<file path="config.mk">
export PLATFORM = sky130hd
export DESIGN_NAME = chan_irq_prioritizer
export DESIGN_NICKNAME = d
export VERILOG_FILES = /design/src/rtl/chan_irq_pkg.sv /design/src/rtl/chan_irq_cfg.sv /design/src/rtl/chan_irq_arb.sv /design/src/rtl/chan_irq_ack.sv /design/src/rtl/chan_irq_prioritizer.sv
export SDC_FILE = /design/constraint.sdc
export NUM_CORES = 1
export LEC_CHECK = 0
export ABC_AREA = 1
export CAP_MARGIN = 25
export CELL_PAD_IN_SITES_DETAIL_PLACEMENT = 0
export CELL_PAD_IN_SITES_GLOBAL_PLACEMENT = 1
export CORE_MARGIN = 2
export CORE_UTILIZATION = 34
export DETAILED_ROUTE_END_ITERATION = 10
export PLACE_DENSITY_LB_ADDON = 0.12
export SETUP_SLACK_MARGIN = 0.1
export SLEW_MARGIN = 30
export SYNTH_ARGS = -nofsm -noshare
export SYNTH_HDL_FRONTEND = slang
export SYNTH_SLANG_ARGS = --single-unit
</file>
<file path="constraint.sdc">
create_clock -name clk -period 2.54 [get_ports clk]
set_input_delay 0.762 -clock clk [delete_from_list [all_inputs] [get_ports clk]]
set_output_delay 0.762 -clock clk [all_outputs]
set_load 0.02 [all_outputs]
</file>
<file path="src/rtl/chan_irq_pkg.sv">
package chan_irq_pkg;
   // Level value that disables every request from the block
   localparam int unsigned LVL_OFF = 0;

   // Reset selector for a slot: identity order, wrapped to the channel count
   function automatic int unsigned slot_reset_sel(input int unsigned slot,
                                                  input int unsigned n_chan);
      return slot % n_chan;
   endfunction
endpackage

</file>
<file path="src/rtl/chan_irq_cfg.sv">
module chan_irq_cfg #(
   parameter int unsigned N_SLOT = 4,
   parameter int unsigned SEL_W  = 2,
   parameter int unsigned LVL_W  = 3
) (
   input  logic                    clk,
   input  logic                    rst_n,
   input  logic                    sel_we,
   input  logic [N_SLOT*SEL_W-1:0] sel_wdata,
   input  logic                    lvl_we,
   input  logic [LVL_W-1:0]        lvl_wdata,
   output logic [N_SLOT*SEL_W-1:0] sel_q,
   output logic [LVL_W-1:0]        lvl_q
);
   import chan_irq_pkg::*;
   localparam int unsigned N_CHAN = 1 << SEL_W;

   for (genvar s = 0; s < N_SLOT; s++) begin : g_slot
      always_ff @(posedge clk or negedge rst_n) begin
         if (!rst_n)
            sel_q[s*SEL_W +: SEL_W] <= SEL_W'(slot_reset_sel(s, N_CHAN));
         else if (sel_we)
            sel_q[s*SEL_W +: SEL_W] <= sel_wdata[s*SEL_W +: SEL_W];
      end
   end

   always_ff @(posedge clk or negedge rst_n) begin
      if (!rst_n)
         lvl_q <= LVL_W'(LVL_OFF);
      else if (lvl_we)
         lvl_q <= lvl_wdata;
   end
endmodule

</file>
<file path="src/rtl/chan_irq_arb.sv">
module chan_irq_arb #(
   parameter int unsigned N_CHAN = 4,
   parameter int unsigned N_SLOT = 4,
   parameter int unsigned SEL_W  = 2,
   parameter int unsigned LVL_W  = 3
) (
   input  logic [N_CHAN-1:0]       req,
   input  logic [N_SLOT*SEL_W-1:0] sel,
   input  logic [LVL_W-1:0]        lvl,
   output logic                    win_valid,
   output logic [SEL_W-1:0]        win_id,
   output logic [LVL_W-1:0]        irq_lvl
);
   import chan_irq_pkg::*;

   logic [N_SLOT-1:0] slot_hit;
   logic              found;
   logic [SEL_W-1:0]  found_id;
   logic              enabled;

   // Each slot raises the request of the channel it names
   for (genvar s = 0; s < N_SLOT; s++) begin : g_hit
      assign slot_hit[s] = req[sel[s*SEL_W +: SEL_W]];
   end

   // Walk from slot a down; the first hit wins
   always_comb begin
      found    = 1'b0;
      found_id = '0;
      for (int s = 0; s < N_SLOT; s++) begin
         if (!found && slot_hit[s]) begin
            found    = 1'b1;
            found_id = sel[s*SEL_W +: SEL_W];
         end
      end
   end

   assign enabled   = (lvl != LVL_W'(LVL_OFF));
   assign win_valid = found && enabled;
   assign win_id    = win_valid ? found_id : '0;
   assign irq_lvl   = win_valid ? lvl : '0;
endmodule

</file>
<file path="src/rtl/chan_irq_ack.sv">
module chan_irq_ack #(
   parameter int unsigned SEL_W = 2
) (
   input  logic             clk,
   input  logic             rst_n,
   input  logic             ack,
   input  logic             win_valid,
   input  logic [SEL_W-1:0] win_id,
   output logic             cap_valid,
   output logic [SEL_W-1:0] cap_id
);
   always_ff @(posedge clk or negedge rst_n) begin
      if (!rst_n) begin
         cap_valid <= 1'b0;
         cap_id    <= '0;
      end else if (ack) begin
         cap_valid <= win_valid;
         cap_id    <= win_id;
      end
   end
endmodule

</file>
<file path="src/rtl/chan_irq_prioritizer.sv">
module chan_irq_prioritizer #(
   parameter int unsigned N_CHAN = 4,
   parameter int unsigned N_SLOT = 4,
   parameter int unsigned LVL_W  = 3,
   localparam int unsigned SEL_W = $clog2(N_CHAN),
   localparam int unsigned CFG_W = N_SLOT * SEL_W
) (
   input  logic              clk,
   input  logic              rst_n,
   input  logic [N_CHAN-1:0] req_i,
   input  logic              cfg_sel_we_i,
   input  logic [CFG_W-1:0]  cfg_sel_i,
   input  logic              cfg_lvl_we_i,
   input  logic [LVL_W-1:0]  cfg_lvl_i,
   output logic [LVL_W-1:0]  irq_lvl_o,
   output logic              win_valid_o,
   output logic [SEL_W-1:0]  win_id_o,
   input  logic              ack_i,
   output logic              ack_valid_o,
   output logic [SEL_W-1:0]  ack_id_o
);
   // Elaboration-time parameter checks
   if (N_CHAN < 2 || (1 << SEL_W) != N_CHAN) begin : g_bad_chan
      $error("N_CHAN must be a power of two of at least 2");
   end
   if (N_SLOT < 1) begin : g_bad_slot
      $error("N_SLOT must be at least 1");
   end
   if (LVL_W < 1) begin : g_bad_lvl
      $error("LVL_W must be at least 1");
   end

   logic [CFG_W-1:0] sel_q;
   logic [LVL_W-1:0] lvl_q;

   chan_irq_cfg #(.N_SLOT(N_SLOT), .SEL_W(SEL_W), .LVL_W(LVL_W)) u_cfg (
      .clk       (clk),
      .rst_n     (rst_n),
      .sel_we    (cfg_sel_we_i),
      .sel_wdata (cfg_sel_i),
      .lvl_we    (cfg_lvl_we_i),
      .lvl_wdata (cfg_lvl_i),
      .sel_q     (sel_q),
      .lvl_q     (lvl_q)
   );

   chan_irq_arb #(.N_CHAN(N_CHAN), .N_SLOT(N_SLOT), .SEL_W(SEL_W), .LVL_W(LVL_W)) u_arb (
      .req       (req_i),
      .sel       (sel_q),
      .lvl       (lvl_q),
      .win_valid (win_valid_o),
      .win_id    (win_id_o),
      .irq_lvl   (irq_lvl_o)
   );

   chan_irq_ack #(.SEL_W(SEL_W)) u_ack (
      .clk       (clk),
      .rst_n     (rst_n),
      .ack       (ack_i),
      .win_valid (win_valid_o),
      .win_id    (win_id_o),
      .cap_valid (ack_valid_o),
      .cap_id    (ack_id_o)
   );
endmodule

</file>
==> results of run 1 <==
## stage by stage
stage               util, %  area, sq um  TNS [ns]  instances
floorplan                 -          903         0        125
global placement       52.0         1300     -4.93        193
detailed placement     52.0         1300     -4.99        193
CTS                    57.0         1420         0        207
global route           58.6         1470    -0.164        208
finish                 58.6         1470         0        208
## repair_timing
item | in CTS | in global routing
pin swaps | 7 | 7
resized for setup | 63 | 14
buffers inserted | 10 | 1
endpoints found under the setup margin | 6 | 7
## logic make-up (layout without fill, tap and decap cells)
group           Yosys count  after routing
buf+inv                  22             75
simple gates             75             75
flops                    14             14
compound gates           14             14
## worst paths after layout
check | depth (start not counted) | end | from | slack (ns)
min | 2 | u_ack.cap_id[0]$_DFFE_PN0P_ | u_ack.cap_id[0]$_DFFE_PN0P_ | 0.48
max in group asynchronous | 1 | u_cfg.lvl_q[0]$_DFFE_PN0P_ | rst_n | 1.26
max | 11 | win_id_o[0] | req_i[2] | 0.03
min reg2reg | 2 | u_ack.cap_id[0]$_DFFE_PN0P_ | u_ack.cap_id[0]$_DFFE_PN0P_ | 0.48
max reg2reg | 18 | u_ack.cap_id[0]$_DFFE_PN0P_ | u_cfg.sel_q[2]$_DFFE_PN1P_ | 0.09
min in group asynchronous | 1 | u_cfg.sel_q[0]$_DFFE_PN0P_ | rst_n | 0.87
## power by group through the flow
stage / sequential [mW] / clock [mW] / combinational [mW]
finish: 0.272 / 0.129 / 0.360
global route: 0.276 / 0.147 / 0.394
global placement: 0.274 / 0 / 0.299
floorplan: 0.285 / 0 / 0.147
detailed placement: 0.275 / 0 / 0.300
CTS: 0.271 / 0.138 / 0.347
## sequential cells by signal, summed over array words and instances (netlist names)
name and count:
u_cfg.lvl_q 3, u_ack.cap_valid 1, u_cfg.sel_q 8, u_ack.cap_id 2
## per-layer routing
metal  GRT usage (%)  share of wire (%)  vias to the layer above
li1                -                  -                      496
met1            18.1                 42                      443
met2            29.6                 53                       16
met3            4.68                4.5                        2
met4            5.23               0.59                        0
met5               0                  0                        -
## placed cells by master, fill, tap and decap left out, drive strengths merged
| cell type | netlist | layout |
|---|---|---|
| nand4 | 4 | 4 |
| o21ai | 14 | 14 |
| dfstp | 4 | 4 |
| nand3 | 13 | 13 |
| buf | 0 | 32 |
| inv | 21 | 21 |
| clkdlybuf4s50 | 0 | 18 |
| nand2 | 50 | 50 |
| nor2 | 7 | 7 |
| clkbuf | 1 | 4 |
| dfrtp | 10 | 10 |
| and2 | 1 | 1 |
## worst max-delay path, stage by stage
cell and delay [ns]:
buf_8 0.10, inv_4 0.05, nand2_4 0.05, nand3_4 0.08, nand2_4 0.08, inv_6 0.08
nand4_4 0.13, nor2_2 0.11, nor2_2 0.04, and2_4 0.13, buf_6 0.12
## cell type report
cell class / count / share of cell area [%]
multi-input combinational: 89 / 34.7
timing repair buffer: 50 / 30.7
sequential: 14 / 24.3
inverter: 21 / 6.06
tap: 30 / 2.56
clock buffer: 4 / 1.79
==> results by group, run 1 <==
Clock tree
  • Clk slew on worst S/H paths: approximately 0.08 ns
  • Clock buffer depth: 2
  • CTS tree: yes
  • CTS buffer count: 3
  • Skew-Pair Late Insertion Delay: 0.28 ns
  • CTS H-Tree Depth: 1
  • Clk sink count: 14
  • CTS Hold Bufs: 0
  • Clock root buffer: clkbuf_4

Die
  • Die area: between 3000 and 4000 sq um
  • Ports: 29
  • Core footprint: approximately 2500 sq um
  • Die extent in x: roughly 56 um
  • Chip height: approximately 56 um
  • Initial Util: 36.1%
  • Rows: 18

Global routing
  • Overall Global Routing Usage: between 10% and 20%
  • Pin count of the biggest net entering global routing: 17
  • Remaining Overflow, GRT: 0
  • Vias in the first global route: 942
  • First-pass GRT wire length: about 4000 um
  • Initial antenna violation count: 0

Min path
  • Hold Crit Class: reg2reg

Timing
  • Worst clock skew: slightly above 0.007 ns
  • Count of final max-slew check failures: 0
  • Least-Margin Pin Slew: 0.630 ns
  • Final Hold Fails: 0
  • Minimum clock period: 2.51 ns
  • Final period util: between 90% and 100%
  • Peak Freq: ~0.40 GHz
  • Slew HR: roughly 58%
  • Hold WS: 0.484 ns
  • Final worst-path setup slack: ~0.032 ns
  • RSZ-0062 raised after global routing: yes
  • Final setup fails: 0

Logic synthesis
  • Area share of the largest cell type after synthesis: between 20% and 30%
  • Xor and xnor area share after synthesis: 0%
  • Cell Area, Synth: 903 sq um
  • Ranking of synthesized cells by area: dfrtp_1 28%, nand2_1 19%, dfstp_2 12%
  • Ys Warns: 0
  • Mapped Cells: about 130
  • EDFF count, synth: 0
  • Synth Register Bits: 14
  • Top-count cell post-synth: nand2_1
  • Synthesized net count: 145
  • Adder-cell share of the synthesized area: 0%
  • Post-synth top flop: dfrtp_1
  • Async S/R FF share, synth: 100%
  • Mean Syn Cell Area: approximately 7.2 sq um
  • Compound-Gate Fraction of Synth Area: between 7 and 8%
  • Post-synthesis mux area share: 0%
  • Register area share after synthesis: between 30% and 40%
  • Main combinational cell family by area after synthesis: simple AND/OR/NAND/NOR gates
  • Netlist cell types: 17
  • Largest area contributor in the netlist: dfrtp_1
  • Synth cell count leaders: 46 x nand2_1, 16 x inv_1, 14 x o21ai_0
  • Simple-gate portion of the synthesized area: between 40% and 50%

Final layout
  • Multi-input combinational cell area: between 500 and 600 sq um
  • Number of fill cells: approximately 240
  • Fin nets: approximately 200
  • Syn-to-layout area delta: 62.2%
  • Antenna diode count: 0
  • Layout cell share with drive strength beyond 1: 39.9%
  • Reg area: between 300 and 400 sq um

Power
  • Combinational power share: 47.3%
  • Internal: 497 uW
  • Clk pwr share: between 10% and 20%
  • Reg power frac: a little over a third
  • Sw Share: approximately 35%
  • Total power: ~760 uW
  • Peak supply drop: ~0.40 mV
  • Net Switching: 263 uW
  • Leak Pwr: approximately 0.74 nW
  • Power per standard cell area: 519 nW/um^2

Detailed routing
  • DR iter-0 viols: 15
  • Via count: about 960
  • First-pass DRT Iterations: 4
  • Drt drc: 0
  • Total Wirelength: 2220 um
  • Final ANT Viol Nets: 0
  • Vias/cell: roughly 4.6
  • Post-DR wirelength/cell: approximately 11 um

Critical path
  • Critical path fanouts, max: 5
  • WP data required: 1.78 ns
  • Critical path endpoint category: output port
  • Critical Path Start Type: input pin
  • Critical Setup Path Class: in2out
  • Worst EP arrival: between 1.5 and 2 ns

Placement
  • I/O Buffers: 28
  • RD Place Congestion: between 0.7 and 0.8
  • Post-Place Setup Slack: -0.928 ns
  • DP Wirelength: ~1700 um

Run status
  • Status: completed

Flow run
  • Max Cap Violations: 0
No activity file was read; power rests on OpenSTA's default activity.
==> run 2: changes to the inputs <==
Settings changed: CTS_CLUSTER_SIZE from default to 14.
==> results of run 2 <==
Same layout as run 1: the final DEF is identical, and so are final timing and power.
